`src/rtl/mlspi_pkg.sv`:
```
package mlspi_pkg;

    typedef enum logic [1:0] {
        LANE_X1   = 2'd0,
        LANE_X2   = 2'd1,
        LANE_X4   = 2'd2,
        LANE_RSVD = 2'd3
    } lane_mode_e;

    // log2 of the number of active lanes for a mode code
    function automatic logic [1:0] lane_shift(input logic [1:0] mode);
        case (lane_mode_e'(mode))
            LANE_X2: return 2'd1;
            LANE_X4: return 2'd2;
            default: return 2'd0;
        endcase
    endfunction

    // enable pattern of the active lanes of a multi-line mode
    function automatic logic [3:0] lane_mask(input logic [1:0] shamt);
        case (shamt)
            2'd1:    return 4'b0011;
            2'd2:    return 4'b1111;
            default: return 4'b0001;
        endcase
    endfunction

endpackage

```
`src/rtl/mlspi_sclk_gen.sv`:
```
module mlspi_sclk_gen #(
    parameter int HALF_DIV = 2
) (
    input  logic clk,
    input  logic rst_n,
    input  logic run,
    output logic sclk,
    output logic rise_stb,
    output logic fall_stb
);
    localparam int DW = (HALF_DIV > 1) ? $clog2(HALF_DIV) : 1;

    typedef struct packed {
        logic [DW-1:0] cnt;
        logic          sclk;
    } gen_t;

    gen_t gen_d, gen_q;
    logic half_end;

    always_comb begin
        gen_d    = gen_q;
        half_end = (gen_q.cnt == DW'(HALF_DIV - 1));
        if (!run) begin
            gen_d.cnt  = '0;
            gen_d.sclk = 1'b0;
        end else if (half_end) begin
            gen_d.cnt  = '0;
            gen_d.sclk = ~gen_q.sclk;
        end else begin
            gen_d.cnt = gen_q.cnt + 1'b1;
        end
    end

    always_ff @(posedge clk or negedge rst_n) begin
        if (!rst_n) gen_q <= '0;
        else        gen_q <= gen_d;
    end

    assign sclk     = gen_q.sclk;
    assign rise_stb = run && half_end && !gen_q.sclk;
    assign fall_stb = run && half_end &&  gen_q.sclk;

endmodule

```
`src/rtl/mlspi_lane_map.sv`:
```
module mlspi_lane_map #(
    parameter int DATA_W = 16,
    parameter int IDXW   = $clog2(DATA_W)
) (
    input  logic [1:0]             shamt,
    input  logic                   lsb_first,
    input  logic [IDXW-1:0]        len,
    input  logic [IDXW-1:0]        clk_idx,
    input  logic [DATA_W-1:0]      tx_word,
    output logic [3:0]             lane_bit,
    output logic [3:0]             lane_ok,
    output logic [3:0][IDXW-1:0]   lane_pos
);
    // Arithmetic is modulo 2**IDXW; DATA_W is a power of two, so a length
    // equal to DATA_W wraps to zero without changing any valid position.
    logic [IDXW-1:0] base;
    logic [IDXW-1:0] step;

    assign base = clk_idx << shamt;
    assign step = IDXW'(1) << shamt;

    for (genvar j = 0; j < 4; j++) begin : g_lane
        logic [IDXW-1:0] pos;
        always_comb begin
            if (lsb_first) pos = base + step - IDXW'(1) - IDXW'(j);
            else           pos = len - base - step + IDXW'(j);
        end
        assign lane_ok[j]  = (3'(j) < (3'd1 << shamt));
        assign lane_pos[j] = pos;
        assign lane_bit[j] = lane_ok[j] ? tx_word[pos] : 1'b0;
    end

endmodule

```
`src/rtl/mlspi_engine.sv`:
```
module mlspi_engine #(
    parameter int DATA_W    = 16,
    parameter int CNT_W     = 4,
    parameter int SCLK_HALF = 2
) (
    input  logic              clk,
    input  logic              rst_n,
    input  logic [1:0]        cfg_mode,
    input  logic              cfg_dir_in,
    input  logic [CNT_W-1:0]  cfg_clk_cnt,
    input  logic              cfg_lsb_first,
    input  logic              txd_wr,
    input  logic [DATA_W-1:0] txd_data,
    output logic [DATA_W-1:0] rxd_data,
    output logic              busy,
    output logic              done,
    output logic              sclk,
    input  logic [3:0]        sdio_i,
    output logic [3:0]        sdio_o,
    output logic [3:0]        sdio_oe
);
    import mlspi_pkg::*;

    localparam int IDXW = $clog2(DATA_W);

    typedef struct packed {
        logic              busy;
        logic              done;
        logic [IDXW-1:0]   k;
        logic [IDXW-1:0]   last_k;
        logic [IDXW-1:0]   len;
        logic [1:0]        shamt;
        logic              single;
        logic              rx_en;
        logic              drive;
        logic              lsb;
        logic [DATA_W-1:0] tx_word;
        logic [DATA_W-1:0] rx_work;
        logic [DATA_W-1:0] rxd;
    } eng_t;

    eng_t st_d, st_q;

    logic              rise_stb, fall_stb;
    logic [3:0]        lane_bit, lane_ok;
    logic [3:0][IDXW-1:0] lane_pos;
    logic [3:0]        rx_src;
    logic [1:0]        sh_new;
    logic [31:0]       n_clk;

    // clocks for a count value, capped by the lanes of the mode
    function automatic logic [31:0] clocks_for(input logic [CNT_W-1:0] cnt,
                                               input logic [1:0] sh);
        logic [31:0] want, cap;
        want = 32'(cnt) + 32'd1;
        cap  = 32'(DATA_W) >> sh;
        return (want > cap) ? cap : want;
    endfunction

    mlspi_sclk_gen #(.HALF_DIV(SCLK_HALF)) u_sclk (
        .clk      (clk),
        .rst_n    (rst_n),
        .run      (st_q.busy),
        .sclk     (sclk),
        .rise_stb (rise_stb),
        .fall_stb (fall_stb)
    );

    mlspi_lane_map #(.DATA_W(DATA_W), .IDXW(IDXW)) u_map (
        .shamt     (st_q.shamt),
        .lsb_first (st_q.lsb),
        .len       (st_q.len),
        .clk_idx   (st_q.k),
        .tx_word   (st_q.tx_word),
        .lane_bit  (lane_bit),
        .lane_ok   (lane_ok),
        .lane_pos  (lane_pos)
    );

    // single-line receive always enters on line 1
    assign rx_src = st_q.single ? {4{sdio_i[1]}} : sdio_i;

    always_comb begin
        st_d      = st_q;
        st_d.done = 1'b0;
        sh_new    = lane_shift(cfg_mode);
        n_clk     = clocks_for(cfg_clk_cnt, sh_new);

        if (!st_q.busy) begin
            if (txd_wr) begin
                st_d.busy    = 1'b1;
                st_d.k       = '0;
                st_d.last_k  = IDXW'(n_clk - 32'd1);
                st_d.len     = IDXW'(n_clk << sh_new);
                st_d.shamt   = sh_new;
                st_d.single  = (sh_new == 2'd0);
                st_d.rx_en   = (sh_new == 2'd0) || cfg_dir_in;
                st_d.drive   = (sh_new == 2'd0) || !cfg_dir_in;
                st_d.lsb     = cfg_lsb_first;
                st_d.tx_word = txd_data;
                st_d.rx_work = '0;
            end
        end else begin
            if (rise_stb && st_q.rx_en) begin
                for (int j = 0; j < 4; j++) begin
                    if (lane_ok[j]) st_d.rx_work[lane_pos[j]] = rx_src[j];
                end
            end
            if (fall_stb) begin
                if (st_q.k == st_q.last_k) begin
                    st_d.busy = 1'b0;
                    st_d.done = 1'b1;
                    st_d.rxd  = st_q.rx_work;
                end else begin
                    st_d.k = st_q.k + 1'b1;
                end
            end
        end
    end

    always_ff @(posedge clk or negedge rst_n) begin
        if (!rst_n) st_q <= '0;
        else        st_q <= st_d;
    end

    always_comb begin
        if (st_q.busy && st_q.drive)
            sdio_oe = st_q.single ? 4'b0001 : lane_mask(st_q.shamt);
        else
            sdio_oe = 4'b0000;
        sdio_o = (st_q.single ? {3'b000, lane_bit[0]} : lane_bit) & sdio_oe;
    end

    assign busy     = st_q.busy;
    assign done     = st_q.done;
    assign rxd_data = st_q.rxd;

endmodule

```
`config.mk`:
```
export PLATFORM = sky130hd
export DESIGN_NAME = mlspi_engine
export DESIGN_NICKNAME = d
export VERILOG_FILES = /design/src/rtl/mlspi_pkg.sv /design/src/rtl/mlspi_sclk_gen.sv /design/src/rtl/mlspi_lane_map.sv /design/src/rtl/mlspi_engine.sv
export SDC_FILE = /design/constraint.sdc
export NUM_CORES = 1
export LEC_CHECK = 0
export BUFFER_PORTS_ARGS = -buffer_cell sky130_fd_sc_hd__buf_4
export CAP_MARGIN = 20
export CELL_PAD_IN_SITES_DETAIL_PLACEMENT = 0
export CELL_PAD_IN_SITES_GLOBAL_PLACEMENT = 1
export CORE_UTILIZATION = 40
export DETAILED_ROUTE_END_ITERATION = 10
export PLACE_DENSITY = 0.81
export SETUP_SLACK_MARGIN = 0.3
export SYNTH_ARGS = -nofsm -noshare
export SYNTH_HDL_FRONTEND = slang
export SYNTH_SLANG_ARGS = --single-unit
```
`constraint.sdc`:
```
create_clock -name clk -period 9.7 [get_ports clk]
set_input_delay 0.485 -clock clk [delete_from_list [all_inputs] [get_ports clk]]
set_output_delay 0.485 -clock clk [all_outputs]
set_load 0.1 [all_outputs]
```
==> summary.md <==
| Metric | Value |
|---|---|
| Status | completed |
| Final Hold Violating Endpoints | 0 |
| Vias after detailed routing | 5256 |
| Crit path to | sdio_o[0] |
| Layout cell share with drive strength beyond 1 | 18.0% |
| Worst stage delay on the critical path | 0.74 ns |
| Post-route minimum period | 5.73 ns |
| Post-route DRC | 0 |
| Most frequent cells in the layout | nand2_1, dfrtp_1, buf_4 |
| CTS Hold Buffers Added | 0 |
| Die Wd | 124 microns |
| Area leader, netlist | dfrtp_1 |
| First-pass iteration count of the detailed router | 5 |
| Primary FF master, synth | dfrtp_1 |
| Reg2Reg Depth | 18 |
| Finish-stage setup viols | 0 |
| Commonest non-fill, non-tap cell in the layout | nand2_1 |
| Post-Syn Nets | 740 |
| CP startpoint | st_q[62] |
| DR iter-0 viols | 372 |
| Netlist cell types | 73 |
| Gr ovfl total | 0 |
| Final worst path period share | 59.0% |
| CTS tree | yes |
| Setup TNS | 0 ns |
| Clock sink total | 70 |
| WP data required | 9.22 ns |
| #FFs+latches synth | 70 |
| Detail Route Antenna Nets | 0 |
| # H-tree levels | 3 |
| Number of buffers created by CTS | 9 |
| Ys Warns | 0 |
| Vias per cell | 5.95 |
| Yosys top cell area share | 29.2% |
| CP Max Fanout | 12 |
| Synthesized cell area | 6000 sq um |
| Root Driver | clkbuf_16 |
| Core ar. | 14600 sq um |
| RSZ-0062 raised after global routing | no |
| # diodes | 0 |
| DRT Wirelength | 17.0 mm |
| Tightest Hold Check Type | input port to async pin |
| Layout area overhead | 13.0% |
| Sequential-to-total area share from yosys stat | 29.2% |
| Largest net degree at the start of global routing | 71 |
| Skew-Pair Late Insertion Delay | 0.35 ns |
| Post-CTS Setup Bufs | 0 |
| Row cnt | 44 |
| CP Capture Type | primary output |
| Max Freq | 0.175 GHz |
| Crit path launch type | register |
| Max Clock Skew | 0.00851 ns |
| Post-synth EDFFs | 0 |
| Critical Setup Path Class | register to primary output |
| WL per Instance | 19.3 microns |
| R2R Setup Slk | 4.73 ns |
| Initial antenna violation count | 0 |
| Gr usage total | 22.6% |
| Worst path slowest cell | a2111oi_0 |
| Die Area | 15500 sq um |
| CTS Buffer Depth | 2 |
| Post_cts resized | 0 |
| CP arrival | 5.24 ns |
| IO Pins | 58 |
| Dominant cells by area after synthesis | dfrtp_1, ha_1, mux4_2 |
| Vias in the first global route | 5096 |
| RePlAce Congestion | 0.946 |
| Die H | 124 microns |
| Max_slew headroom | 28.7% |
| DP HPWL | 13.1 mm |
| Worst path cell trace | mux2i_1 -> nor2_1 -> a31oi_1 -> inv_1 -> fa_1 -> inv_1 -> ha_1 -> a21oi_1 -> a211o_1 -> a31oi_1 -> nor2_1 -> nand2_1 -> and3_1 -> a2111oi_0 -> buf_4 |
| IO Port Bufs | 57 |
| Asr flop ratio synth | 100% |
| RR Endpoint | st_q[20] |
| Slew Viols, Final | 0 |
| Max Cap Viol | 0 |
| Reg2Reg Launch Point | st_q[52] |
| Clk slew on worst S/H paths | 0.06 ns |
| First-pass GRT wire length | 27.3 mm |
| Syn Inst Count | 671 |
| Worst-Margin Slew | 1.07 ns |
| Final-stage net count | 764 |
| Mean Syn Cell Area | 8.94 sq um |
| Starting Density | 41.1% |
==> stage by stage <==
stage / util (%) / cell area (sq um) / setup slack [ns] / cells / hold slack [ns]
after CTS: 46.5 / 6780 / 4.10 / 884 / 0.272
after floorplan: - / 6000 / 1.40 / 671 / 0.189
after global placement: 44.0 / 6430 / 4.72 / 867 / 0.474
final: 46.5 / 6780 / 3.97 / 884 / 0.233
after detailed placement: 44.1 / 6430 / 4.49 / 868 / 0.476
after global routing: 46.5 / 6780 / 3.70 / 884 / 0.317
==> Yosys cell counts, drive strengths merged (15+ instances only) <==
library cell,instances
nand3,21
nand2,96
dfrtp,70
mux2i,21
buf,25
o21ai,28
a21oi,35
clkbuf,25
ha,35
nor3,15
mux2,19
nor2,38
a31oi,18
mux4,17
inv,36
==> worst min path at each step <==
stage	endpoint	depth (start not counted)	slack [ns]	startpoint
after floorplan	busy	0	0.19	rst_n
after global placement	st_q[50]	2	0.47	st_q[50]
after detailed placement	st_q[50]	2	0.48	st_q[50]
after CTS	rxd_data[11]	1	0.27	rst_n
after global routing	rxd_data[15]	1	0.32	rst_n
final	rxd_data[15]	1	0.23	rst_n
==> sequential cells by signal, summed over array words and instances (netlist names) <==
name,cells
busy,1
u_sclk.sclk,1
u_sclk.half_end,1
done,1
rxd_data,16
st_q,50
==> kinds of logic (layout without fill, tap and decap cells) <==
logic type | after synthesis | after routing | synth area share (%)
xor gates and xnor gates | 28 | 28 | 5.53
DFF | 70 | 70 | 29.2
and+or+nand+nor | 222 | 222 | 17.1
AOI/OAI and AO/OA | 170 | 170 | 19.6
buffers and inverters | 86 | 115 | 6.78
muxes | 57 | 57 | 13.5
adders and majority gates | 38 | 38 | 8.30
==> worst max-delay path, delay by kind of cell, from the launching register on <==
family | cells | cell delay (ns)
compound gates | 5 | 1.76
simple gates | 4 | 1.05
fa+ha+maj | 2 | 0.84
buf+inv | 3 | 0.56
flops | 1 | 0.49
mux | 1 | 0.18
==> routing by layer <==
layer  up-vias  routed length (microns)  global-route usage (%)
li1       2488                        -                       -
met1      2549                     7690                    30.6
met2       193                     7820                    36.2
met3        26                     1100                    4.25
met4         0                      433                    7.37
met5         -                        0                       0
==> area by class of cell <==
class	instances	area (sq um)
fill	1398	7810
multi-input combinational	515	3840
sequential	70	1750
timing repair buffer	63	470
tap	184	230
clock buffer	9	225
inverter	36	135
clock inverter	7	121
Power is not shown: default switching activity piles up to over one toggle a cycle in this logic, so the estimate is an artifact.
